**src/rtl/sram_ctrl_pkg.sv**
```systemverilog
package sram_ctrl_pkg;

  typedef enum logic [2:0] {
    ST_IDLE       = 3'd0,
    ST_RD_ACCESS  = 3'd1,
    ST_RD_DONE    = 3'd2,
    ST_WR_SETUP   = 3'd3,
    ST_WR_PULSE   = 3'd4,
    ST_WR_RECOVER = 3'd5,
    ST_TURN       = 3'd6
  } state_e;

  function automatic int unsigned ns2cyc(int unsigned ns, int unsigned clk_ns);
    return (ns + clk_ns - 1) / clk_ns;
  endfunction

  function automatic int unsigned max2(int unsigned a, int unsigned b);
    return (a > b) ? a : b;
  endfunction

endpackage

```
**src/rtl/sram_ctrl_timer.sv**
```systemverilog
module sram_ctrl_timer #(
  parameter int unsigned CNT_W = 4
) (
  input  logic             clk_i,
  input  logic             rst_ni,
  input  logic             clear_i,
  output logic [CNT_W-1:0] cnt_o
);

  logic [CNT_W-1:0] cnt_q;

  // cycles spent in current state, saturating
  always_ff @(posedge clk_i or negedge rst_ni) begin
    if (!rst_ni)            cnt_q <= '0;
    else if (clear_i)       cnt_q <= '0;
    else if (cnt_q != '1)   cnt_q <= cnt_q + 1'b1;
  end

  assign cnt_o = cnt_q;

endmodule

```
**src/rtl/sram_ctrl_dp.sv**
```systemverilog
module sram_ctrl_dp #(
  parameter int unsigned AW = 19,
  parameter int unsigned DW = 16,
  parameter int unsigned NB = DW / 8
) (
  input  logic          clk_i,
  input  logic          rst_ni,
  input  logic          load_i,
  input  logic          we_i,
  input  logic [AW-1:0] addr_i,
  input  logic [DW-1:0] wdata_i,
  input  logic [NB-1:0] be_i,
  input  logic          capture_i,
  input  logic [DW-1:0] dq_i,
  output logic          we_o,
  output logic [AW-1:0] addr_o,
  output logic [DW-1:0] wdata_o,
  output logic [NB-1:0] be_o,
  output logic [DW-1:0] rdata_o
);

  logic          we_q;
  logic [AW-1:0] addr_q;
  logic [DW-1:0] wdata_q;
  logic [NB-1:0] be_q;
  logic [DW-1:0] rdata_q;

  always_ff @(posedge clk_i or negedge rst_ni) begin
    if (!rst_ni) begin
      we_q    <= 1'b0;
      addr_q  <= '0;
      wdata_q <= '0;
      be_q    <= '0;
    end else if (load_i) begin
      we_q    <= we_i;
      addr_q  <= addr_i;
      wdata_q <= wdata_i;
      be_q    <= be_i;
    end
  end

  // per-lane capture, disabled lanes forced to zero
  for (genvar g = 0; g < NB; g++) begin : g_lane
    always_ff @(posedge clk_i or negedge rst_ni) begin
      if (!rst_ni)        rdata_q[8*g +: 8] <= '0;
      else if (capture_i) rdata_q[8*g +: 8] <= be_q[g] ? dq_i[8*g +: 8] : 8'h00;
    end
  end

  assign we_o    = we_q;
  assign addr_o  = addr_q;
  assign wdata_o = wdata_q;
  assign be_o    = be_q;
  assign rdata_o = rdata_q;

endmodule

```
**src/rtl/sram_ctrl_fsm.sv**
```systemverilog
module sram_ctrl_fsm
  import sram_ctrl_pkg::*;
#(
  parameter int unsigned RD_CYC = 6,
  parameter int unsigned WP_CYC = 6,
  parameter int unsigned HZ_CYC = 3,
  parameter int unsigned TA_CYC = 3,
  parameter int unsigned CNT_W  = 4
) (
  input  logic             clk_i,
  input  logic             rst_ni,
  input  logic             req_valid_i,
  input  logic             req_we_i,
  input  logic [CNT_W-1:0] cnt_i,
  output logic             clear_o,
  output logic             ready_o,
  output logic             capture_o,
  output logic             sel_o,
  output logic             we_n_o,
  output logic             oe_n_o,
  output logic             drive_o,
  output logic             rsp_valid_o
);

  localparam logic [CNT_W-1:0] RD_LAST = CNT_W'(RD_CYC - 1);
  localparam logic [CNT_W-1:0] WP_LAST = CNT_W'(WP_CYC - 1);
  localparam logic [CNT_W-1:0] TA_LAST = CNT_W'(TA_CYC - 1);
  localparam logic [CNT_W-1:0] HZ_CNT  = CNT_W'(HZ_CYC);

  state_e state_q, state_d;

  always_comb begin
    state_d = state_q;
    unique case (state_q)
      ST_IDLE:       if (req_valid_i) state_d = req_we_i ? ST_WR_SETUP : ST_RD_ACCESS;
      ST_RD_ACCESS:  if (cnt_i == RD_LAST) state_d = ST_RD_DONE;
      ST_RD_DONE:    state_d = ST_TURN;
      ST_TURN:       if (cnt_i == TA_LAST) state_d = ST_IDLE;
      ST_WR_SETUP:   state_d = ST_WR_PULSE;
      ST_WR_PULSE:   if (cnt_i == WP_LAST) state_d = ST_WR_RECOVER;
      ST_WR_RECOVER: state_d = ST_IDLE;
      default:       state_d = ST_IDLE;
    endcase
  end

  always_ff @(posedge clk_i or negedge rst_ni) begin
    if (!rst_ni) state_q <= ST_IDLE;
    else         state_q <= state_d;
  end

  assign clear_o     = (state_d != state_q);
  assign ready_o     = (state_q == ST_IDLE);
  assign capture_o   = (state_q == ST_RD_ACCESS) && (cnt_i == RD_LAST);
  assign sel_o       = (state_q == ST_RD_ACCESS) || (state_q == ST_WR_SETUP) ||
                       (state_q == ST_WR_PULSE)  || (state_q == ST_WR_RECOVER);
  assign we_n_o      = (state_q != ST_WR_PULSE);
  assign oe_n_o      = (state_q != ST_RD_ACCESS);
  assign drive_o     = ((state_q == ST_WR_PULSE) && (cnt_i >= HZ_CNT)) ||
                       (state_q == ST_WR_RECOVER);
  assign rsp_valid_o = (state_q == ST_RD_DONE);

  // pulse-width monitors for the checks below
  logic [CNT_W-1:0] we_low_q, oe_low_q, drv_low_q;
  always_ff @(posedge clk_i or negedge rst_ni) begin
    if (!rst_ni) begin
      we_low_q  <= '0;
      oe_low_q  <= '0;
      drv_low_q <= '0;
    end else begin
      we_low_q  <= !we_n_o ? we_low_q + 1'b1 : '0;
      oe_low_q  <= !oe_n_o ? oe_low_q + 1'b1 : '0;
      drv_low_q <= !we_n_o ? (drive_o ? drv_low_q + 1'b1 : drv_low_q) : '0;
    end
  end

  AST_READY_IDLE: assert property (@(posedge clk_i) disable iff (!rst_ni)
    ready_o |-> (!sel_o && we_n_o && oe_n_o && !drive_o));
  AST_ACCEPT_SEL: assert property (@(posedge clk_i) disable iff (!rst_ni)
    (req_valid_i && ready_o) |=> sel_o);
  AST_OE_WIDTH: assert property (@(posedge clk_i) disable iff (!rst_ni)
    $rose(oe_n_o) |-> (oe_low_q == CNT_W'(RD_CYC)));
  AST_RSP_PULSE: assert property (@(posedge clk_i) disable iff (!rst_ni)
    rsp_valid_o |=> !rsp_valid_o);
  AST_RSP_DESEL: assert property (@(posedge clk_i) disable iff (!rst_ni)
    rsp_valid_o |-> !sel_o);
  AST_WE_SETUP: assert property (@(posedge clk_i) disable iff (!rst_ni)
    $fell(we_n_o) |-> ($past(sel_o) && $past(oe_n_o) && !$past(drive_o)));
  AST_WE_WIDTH: assert property (@(posedge clk_i) disable iff (!rst_ni)
    $rose(we_n_o) |-> (we_low_q == CNT_W'(WP_CYC)));
  AST_WE_FALL_FLOAT: assert property (@(posedge clk_i) disable iff (!rst_ni)
    $fell(we_n_o) |-> !drive_o);
  AST_DRIVE_LEN: assert property (@(posedge clk_i) disable iff (!rst_ni)
    $rose(we_n_o) |-> (drv_low_q == CNT_W'(WP_CYC - HZ_CYC)) && drive_o && sel_o);
  AST_RD_FROM_DESEL: assert property (@(posedge clk_i) disable iff (!rst_ni)
    $fell(oe_n_o) |-> !$past(sel_o));
  AST_WE_OE_EXCL: assert property (@(posedge clk_i) disable iff (!rst_ni)
    !(!we_n_o && !oe_n_o));
  AST_NO_CONTENTION: assert property (@(posedge clk_i) disable iff (!rst_ni)
    drive_o |-> oe_n_o);

endmodule

```
**src/rtl/sram_ctrl.sv**
```systemverilog
module sram_ctrl
  import sram_ctrl_pkg::*;
#(
  parameter int unsigned CLK_NS   = 10,
  parameter int unsigned T_RC_NS  = 55,
  parameter int unsigned T_AA_NS  = 55,
  parameter int unsigned T_WP_NS  = 30,
  parameter int unsigned T_AW_NS  = 55,
  parameter int unsigned T_DW_NS  = 25,
  parameter int unsigned T_WHZ_NS = 25,
  parameter int unsigned T_OHZ_NS = 25,
  parameter int unsigned AW       = 19,
  parameter int unsigned DW       = 16
) (
  input  logic          clk_i,
  input  logic          rst_ni,
  input  logic          req_valid_i,
  output logic          req_ready_o,
  input  logic          req_we_i,
  input  logic [AW-1:0] req_addr_i,
  input  logic [DW-1:0] req_wdata_i,
  input  logic [1:0]    req_be_i,
  output logic          rsp_valid_o,
  output logic [DW-1:0] rsp_rdata_o,
  output logic [AW-1:0] mem_addr_o,
  output logic          mem_ce1_no,
  output logic          mem_ce2_o,
  output logic          mem_we_no,
  output logic          mem_oe_no,
  output logic          mem_lb_no,
  output logic          mem_ub_no,
  output logic [DW-1:0] mem_dq_o,
  output logic          mem_dq_oe_o,
  input  logic [DW-1:0] mem_dq_i
);

  localparam int unsigned NB     = 2;
  localparam int unsigned RD_CYC = max2(max2(ns2cyc(T_RC_NS, CLK_NS), ns2cyc(T_AA_NS, CLK_NS)), 1);
  localparam int unsigned HZ_CYC = ns2cyc(T_WHZ_NS, CLK_NS);
  localparam int unsigned WP_CYC = max2(max2(ns2cyc(T_WP_NS, CLK_NS), ns2cyc(T_AW_NS, CLK_NS)),
                                        HZ_CYC + max2(ns2cyc(T_DW_NS, CLK_NS), 1));
  localparam int unsigned TA_CYC = max2(ns2cyc(T_OHZ_NS, CLK_NS), 1);
  localparam int unsigned CNT_MAX = max2(max2(RD_CYC, WP_CYC), TA_CYC);
  localparam int unsigned CNT_W  = $clog2(CNT_MAX + 1) + 1;

  logic             clear, capture, sel, drive, load, we_lat;
  logic [CNT_W-1:0] cnt;
  logic [NB-1:0]    be_lat;
  logic [NB-1:0]    strobe_n;

  sram_ctrl_timer #(.CNT_W(CNT_W)) u_timer (
    .clk_i   (clk_i),
    .rst_ni  (rst_ni),
    .clear_i (clear),
    .cnt_o   (cnt)
  );

  sram_ctrl_fsm #(
    .RD_CYC (RD_CYC),
    .WP_CYC (WP_CYC),
    .HZ_CYC (HZ_CYC),
    .TA_CYC (TA_CYC),
    .CNT_W  (CNT_W)
  ) u_fsm (
    .clk_i       (clk_i),
    .rst_ni      (rst_ni),
    .req_valid_i (req_valid_i),
    .req_we_i    (req_we_i),
    .cnt_i       (cnt),
    .clear_o     (clear),
    .ready_o     (req_ready_o),
    .capture_o   (capture),
    .sel_o       (sel),
    .we_n_o      (mem_we_no),
    .oe_n_o      (mem_oe_no),
    .drive_o     (drive),
    .rsp_valid_o (rsp_valid_o)
  );

  assign load = req_valid_i && req_ready_o;

  sram_ctrl_dp #(.AW(AW), .DW(DW), .NB(NB)) u_dp (
    .clk_i     (clk_i),
    .rst_ni    (rst_ni),
    .load_i    (load),
    .we_i      (req_we_i),
    .addr_i    (req_addr_i),
    .wdata_i   (req_wdata_i),
    .be_i      (req_be_i),
    .capture_i (capture),
    .dq_i      (mem_dq_i),
    .we_o      (we_lat),
    .addr_o    (mem_addr_o),
    .wdata_o   (mem_dq_o),
    .be_o      (be_lat),
    .rdata_o   (rsp_rdata_o)
  );

  for (genvar g = 0; g < NB; g++) begin : g_strobe
    assign strobe_n[g] = !(sel && be_lat[g]);
  end

  assign mem_ce1_no  = !sel;
  assign mem_ce2_o   = sel;
  assign mem_lb_no   = strobe_n[0];
  assign mem_ub_no   = strobe_n[NB-1];
  assign mem_dq_oe_o = drive;

  AST_ADDR_HOLD: assert property (@(posedge clk_i) disable iff (!rst_ni)
    (!mem_we_no && $past(!mem_we_no)) |->
      ($stable(mem_addr_o) && $stable(mem_ce1_no) && $stable(mem_ce2_o)));
  AST_ADDR_MOVE: assert property (@(posedge clk_i) disable iff (!rst_ni)
    !$stable(mem_addr_o) |-> (mem_we_no && $past(mem_we_no)));
  AST_LANES_DESEL: assert property (@(posedge clk_i) disable iff (!rst_ni)
    mem_ce1_no |-> (mem_lb_no && mem_ub_no && !mem_dq_oe_o));
  AST_DRIVE_WRITE: assert property (@(posedge clk_i) disable iff (!rst_ni)
    mem_dq_oe_o |-> we_lat);

endmodule

```
**config.mk**
```make
export PLATFORM = sky130hd
export DESIGN_NAME = sram_ctrl
export DESIGN_NICKNAME = d
export VERILOG_FILES = /design/src/rtl/sram_ctrl_pkg.sv /design/src/rtl/sram_ctrl_timer.sv /design/src/rtl/sram_ctrl_dp.sv /design/src/rtl/sram_ctrl_fsm.sv /design/src/rtl/sram_ctrl.sv
export SDC_FILE = /design/constraint.sdc
export NUM_CORES = 1
export LEC_CHECK = 0
export BUFFER_PORTS_ARGS = -buffer_cell sky130_fd_sc_hd__clkbuf_2
export CAP_MARGIN = 30
export CORE_ASPECT_RATIO = 2
export CORE_UTILIZATION = 51
export CTS_CLUSTER_DIAMETER = 40
export DETAILED_ROUTE_END_ITERATION = 8
export PLACE_DENSITY = 0.82
export RECOVER_POWER = 50
export SLEW_MARGIN = 20
export SYNTH_ARGS = -nofsm -noshare
export SYNTH_HDL_FRONTEND = slang
export SYNTH_HIERARCHICAL = 1
export SYNTH_SLANG_ARGS = --single-unit
```
**constraint.sdc**
```tcl
create_clock -name clk_i -period 2.9 [get_ports clk_i]
set_input_delay 0.58 -clock clk_i [delete_from_list [all_inputs] [get_ports clk_i]]
set_output_delay 0.58 -clock clk_i [all_outputs]
set_load 0.03 [all_outputs]
```
==> reports/qor.csv, run 1 <==
stage,metric,value,unit
critical_path,crit_chain,a2111oi_0 > nor3b_1 > clkbuf_2,
detailed_routing,drcViolationCount,0,
clocking,cts.repair.resized,0,
job,cap_violations,0,
detailed_routing,drt_iter0_drc,34,
sta,rsz0062_at_grt,false,
sta,setup_viol,0,
clocking,insertion_delay,0.34,ns
sta,max_slew.worst_pin.slew,1.41,ns
floorplan,start_util,53.2,%
sta,fin_crit_sh,77.5,%
clocking,cts_hold_buffers,0,
hold_path,hold_class,primary input to register,
critical_path,end_kind,output port,
critical_path,slowest_stage,a2111oi_0,
detailed_routing,drt-pass1-iter-count,4,
synthesis,yosysWarningCount,6,
detailed_routing,wl_per_cell,15.0,um
critical_path,crit_required,2.32,ns
floorplan,io_pins,117,
power_and_ir_drop,ir_worst_vdd,878,uV
clocking,cts_buffers,9,
grt,grt_pass1_vias,1909,
critical_path,cp_max_fo,9,
detailed_routing,vias,1939,
critical_path,crit_type,register to output port,
placed_design,gp_congestion,0.767,
clocking,clk_root_buffer_cell,clkbuf_8,
placed_design,post-place-ws,0.942,ns
sta,drv_slew,0,
sta,tns,0,ns
layout,finalNetCount,374,
layout,fill_cells,394,
layout,final_cell_area,3340,um2
floorplan,dieHeight,103,um
critical_path,critPathMaxStageDelay,0.55,ns
floorplan,core,4910,um2
grt,overflow,0,
clocking,cts_sinks,60,
sta,max-slew-margin-rel,5.94,%
power_and_ir_drop,power_leakage,1.68,nW
detailed_routing,ant_nets,0,
layout,num_antenna_cells,0,
synthesis,synth_fp_nets,257,
critical_path,start_kind,register,
clocking,tritoncts,done,
sta,finalWorstSetupSlack,0.652,ns
detailed_routing,drt-total-wl,5680,um
clocking,clk_pin_slew,0.07,ns
layout,drive_above_1_share,47.0,%
floorplan,fp.dieArea,5430,um2
grt,grt_use_total,23.0,%
sta,fmax,445,MHz
detailed_routing,vias_per_cell,5.13,
clocking,clock_path_buffers,2,
floorplan,row_count,36,
sta,hold_viol_final,0,
grt,antenna_found_initial,0,
floorplan,die_w,52.6,um
synthesis,syn_area,2610,um2
power_and_ir_drop,power_density,1310,nW/um2
placed_design,dpl.hpwl,4090,um
hold_path,hold_path_depth,2,
clocking,htree_levels,3,
clocking,post-cts-setup-buffers,0,
synthesis,synth.avg_cell_area,13.1,um2
placed_design,io_buffers,116,
placed_design,postPlaceCellArea,3200,um2
synthesis,syn_inst,199,
grt,grt_max_degree,61,
critical_path,r2r_cells,5,
sta,skew,0.00652,ns
grt,grt_pass1_wl,8850,um
sta,min_period,2.25,ns
critical_path,critPathArrivalTime,1.67,ns
layout,syn2layout_area_growth,28.1,%
outcome,outcome,completed,
## cell type report
type                    count  area [um2]  area share, %
flip-flops and latches     60        1500           44.9
repair buffers            118         558           16.7
clock inverters             7        66.3           1.98
well taps                  57        71.3           2.13
inverters                  18        67.6           2.02
multi-input cells         109         956           28.6
clock buffers               9         124           3.70
## where the power goes
group | leakage, nW | internal (W) | switching (W)
combinational | 0.905 | 0.000759 | 0.00135
sequential | 0.673 | 0.00124 | 0.000317
clock | 0.0992 | 0.000393 | 0.000332
total | 1.68 | 0.00239 | 0.00200
## cells in the final DEF, fill, tap and decap left out, types with 3 or more instances in the layout
master	n
inv_1	18
clkbuf_2	89
a21oi_1	4
mux2_4	20
mux2_2	18
nor3_1	4
dfrtp_1	60
clkbuf_1	28
o21ai_0	16
nand3_1	17
clkbuf_8	9
nand2_1	3
clkinv_2	4
## per-layer routing
| metal | part of all wire [%] | up-vias | global-route usage [%] |
|---|---|---|---|
| met5 | 0 | - | 0 |
| met4 | 2.3 | 0 | 11.3 |
| met3 | 5.5 | 13 | 8.48 |
| met2 | 56 | 72 | 38.1 |
| met1 | 37 | 931 | 25.5 |
| li1 | - | 923 | - |
## sequential cells by signal, summed over array words and instances, names as in the netlist
name           count
u_dp/rdata_o      16
u_fsm/state_q      3
u_dp/addr_o       19
u_timer/cnt_o      4
u_dp/wdata_o      16
u_dp/be_o          2
## final timing paths
kind / startpoint / end / slack, ns
worst max-delay path: u_timer/cnt_o[3] / mem_dq_oe_o / 0.65
worst min-delay path: req_addr_i[5] / u_dp/addr_o[5] / 0.47
worst max register to register: u_timer/cnt_o[3] / u_timer/cnt_o[1] / 0.86
worst min register to register: u_dp/wdata_o[3] / u_dp/wdata_o[3] / 0.51
max in group asynchronous: rst_ni / u_dp/rdata_o[14] / 1.39
min in group asynchronous: rst_ni / u_dp/rdata_o[5] / 0.66
## worst max-delay path, delay by kind of cell (launching register included)
| kind | cells | cell delay, ns |
|---|---|---|
| AND/OR/NAND/NOR | 1 | 0.11 |
| buffers and inverters | 1 | 0.21 |
| flip-flops | 1 | 0.47 |
| AO/OA/AOI/OAI | 1 | 0.55 |
## stage by stage
step	total power, W	hold slack, ns	utilization, %	std cells
6_report	0.00439	0.467	68.1	378
5_1_grt	0.00466	0.446	68.1	378
4_1_cts	0.00449	0.406	69.0	378
3_5_place_dp	0.00374	0.493	65.1	362
3_3_place_gp	0.00368	0.489	65.1	362
2_1_floorplan	0.00314	0.284	-	199
No activity file was read; power rests on OpenSTA's default activity.
==> inputs of run 2 (changes only) <==
--- a/config.mk
+++ b/config.mk
@@ -8,10 +8,10 @@
 export BUFFER_PORTS_ARGS = -buffer_cell sky130_fd_sc_hd__clkbuf_2
 export CAP_MARGIN = 30
 export CORE_ASPECT_RATIO = 2
-export CORE_UTILIZATION = 51
+export CORE_UTILIZATION = 42
 export CTS_CLUSTER_DIAMETER = 40
 export DETAILED_ROUTE_END_ITERATION = 8
-export PLACE_DENSITY = 0.82
+export PLACE_DENSITY = 0.72
 export RECOVER_POWER = 50
 export SLEW_MARGIN = 20
 export SYNTH_ARGS = -nofsm -noshare
==> constraint.sdc (replaced) <==
create_clock -name clk_i -period 1.9 [get_ports clk_i]
set_input_delay 0.38 -clock clk_i [delete_from_list [all_inputs] [get_ports clk_i]]
set_output_delay 0.38 -clock clk_i [all_outputs]
set_load 0.03 [all_outputs]
==> reports/qor.csv, run 2 (synthesis results as in run 1) <==
stage,metric,value,unit,change
outcome,outcome,"complete, but fails checks",,
outcome,violations,design-rule violations,,
grt,antenna_found_initial,0,,unchanged
sta,fin_crit_sh,96.7,%,
power_and_ir_drop,pwr-share-clk,22.0,%,+5.5 points
detailed_routing,wl_per_cell,14.5,um,-3.5%
detailed_routing,vias_per_cell,5.00,,-2.6%
layout,multi_input_area,985,um2,+3.0%
layout,final_common_cell,clkbuf_2,,
layout,num_antenna_cells,0,,unchanged
grt,grt_pass1_vias,1950,,+2.1%
power_and_ir_drop,p_int,0.00415,W,+74%
critical_path,crit_type,register to output port,,
detailed_routing,drt-total-wl,5640,um,-0.69%
clocking,clk_pin_slew,0.06,ns,about the same
layout,regArea,1510,um2,+0.33%
floorplan,dieHeight,114,um,+10%
sta,setup_viol,0,,unchanged
sta,hold_ws,0.283,ns,-0.185 ns
critical_path,crit_required,1.52,ns,-0.80 ns
layout,drive_above_1_share,50.0,%,+3.0 points
power_and_ir_drop,p_switching,0.00314,W,+57%
clocking,tritoncts,done,,
floorplan,core,6010,um2,+22%
power_and_ir_drop,ir_worst_vdd,954,uV,+8.6%
placed_design,gp_congestion,0.737,,-3.9%
sta,max_slew.worst_pin.slew,1.45,ns,+0.0354 ns
clocking,insertion_delay,0.33,ns,about the same
power_and_ir_drop,power_leakage,1.75,nW,+4.4%
critical_path,critPathArrivalTime,1.46,ns,-0.21 ns
floorplan,fp.dieArea,6560,um2,+21%
critical_path,start_kind,register,,
critical_path,end_kind,output port,,
layout,fill_cells,513,,+30%
floorplan,die_w,57.8,um,+9.8%
clocking,post-cts-setup-buffers,0,,unchanged
sta,hold_viol_final,0,,unchanged
clocking,clk_root_buffer_cell,clkbuf_16,,
power_and_ir_drop,power,0.00729,W,+66%
clocking,htree_levels,3,,unchanged
power_and_ir_drop,pwr-share-seq,32.4,%,-3.0 points
detailed_routing,drt-pass1-iter-count,8,,+4
floorplan,start_util,43.5,%,-9.7 points
clocking,cts_hold_buffers,0,,unchanged
critical_path,cp_max_fo,12,,+3
placed_design,dpl.hpwl,4040,um,-1.2%
detailed_routing,ant_nets,0,,unchanged
detailed_routing,drcViolationCount,6,,+6
grt,grt_max_degree,61,,unchanged
sta,tns,0,ns,unchanged
floorplan,io_pins,117,,unchanged
clocking,cts_buffers,9,,unchanged
floorplan,row_count,40,,+11%
power_and_ir_drop,p_comb_share,45.7,%,-2.4 points
grt,overflow,0,,unchanged
grt,grt_pass1_wl,9000,um,+1.7%
sta,max-slew-margin-rel,3.58,%,-2.4 points
grt,grt_use_total,18.7,%,-4.4 points
layout,layout_common_cells,"87 x clkbuf_2, 56 x dfrtp_1, 29 x clkbuf_1",,
sta,min_period,1.84,ns,
power_and_ir_drop,power_density,2050,nW/um2,+56%
sta,fmax,544,MHz,
detailed_routing,vias,1944,,+0.26%
placed_design,io_buffers,116,,unchanged
detailed_routing,drt_iter0_drc,81,,+140%
sta,drv_slew,0,,unchanged
job,cap_violations,0,,unchanged
power_and_ir_drop,sw_frac_of_total,43.1,%,-2.5 points
layout,finalNetCount,379,,+1.3%
hold_path,hold_class,primary input to register,,
clocking,cts_sinks,60,,unchanged
sta,skew,0.00582,ns,-0.000702 ns
layout,largest_register_ffs,19,,unchanged
layout,syn2layout_area_growth,36.3,%,
sta,rsz0062_at_grt,false,,
clocking,clock_path_buffers,2,,unchanged
## run 2: cell types whose count changed in the layout (fill, tap and decap cells not counted), sizes merged
| cell | delta |
|---|---|
| clkinv | -1 |
| clkbuf | -1 |
| clkinvlp | +1 |
| buf | +6 |
## run 2: area by class of cell
class | instances | share of cell area, %
clock buffers | 9 | 6.33
well taps | 63 | 2.22
multi-input cells | 109 | 27.7
flip-flops and latches | 60 | 42.3
clock inverters | 7 | 2.14
repair buffers | 123 | 17.4
inverters | 18 | 1.90
## run 2: path summary, 6_finish.rpt
path / cells past startpoint / start / slack [ns] / end
min: 2 / req_addr_i[3] / 0.28 / u_dp/addr_o[3]
max: 2 / u_fsm/state_q[2] / 0.06 / mem_oe_no
min reg2reg: 1 / u_dp/wdata_o[15] / 0.50 / u_dp/wdata_o[15]
min in group asynchronous: 2 / rst_ni / 0.49 / u_dp/addr_o[3]
max in group asynchronous: 2 / rst_ni / 0.44 / u_fsm/state_q[2]
max reg2reg: 4 / u_fsm/state_q[2] / 0.28 / u_dp/wdata_o[10]
## run 2: metrics by stage
step	worst slack, ns	instances	utilization, %	area, um2
6_report	0.0630	389	59.3	3560
5_1_grt	0.00800	389	59.3	3560
4_1_cts	0.00716	389	59.9	3600
3_5_place_dp	0.0962	373	54.8	3290
3_3_place_gp	0.151	373	54.8	3290
2_1_floorplan	0.0726	199	-	2620
## run 2: worst max-delay path, stage by stage (launching register included)
cell	delay [ns]
dfrtp_2	0.48
or3b_4	0.45
clkbuf_2	0.20
## run 2: power by group through the flow
| stage | logic (W) | clock network [W] | registers [W] |
|---|---|---|---|
| after floorplan | 0.00152 | 0 | 0.00330 |
| after global placement | 0.00338 | 0 | 0.00235 |
| after detailed placement | 0.00342 | 0 | 0.00236 |
| after CTS | 0.00343 | 0.00165 | 0.00236 |
| after global routing | 0.00355 | 0.00170 | 0.00245 |
| final | 0.00333 | 0.00160 | 0.00236 |
## run 2: what timing repair did
| item | 4_1_cts | 5_1_grt |
|---|---|---|
| resized for setup | 3 | 5 |
| pin swaps | 0 | 0 |
| setup endpoints to repair | 3 | 6 |
## run 2: metal layers
layer	track usage, %	routed length (um)	vias to the layer above
met5	0	0	-
met4	11.4	203	0
met3	6.35	380	15
met2	31.2	2980	82
met1	19.8	2070	910
li1	-	-	937
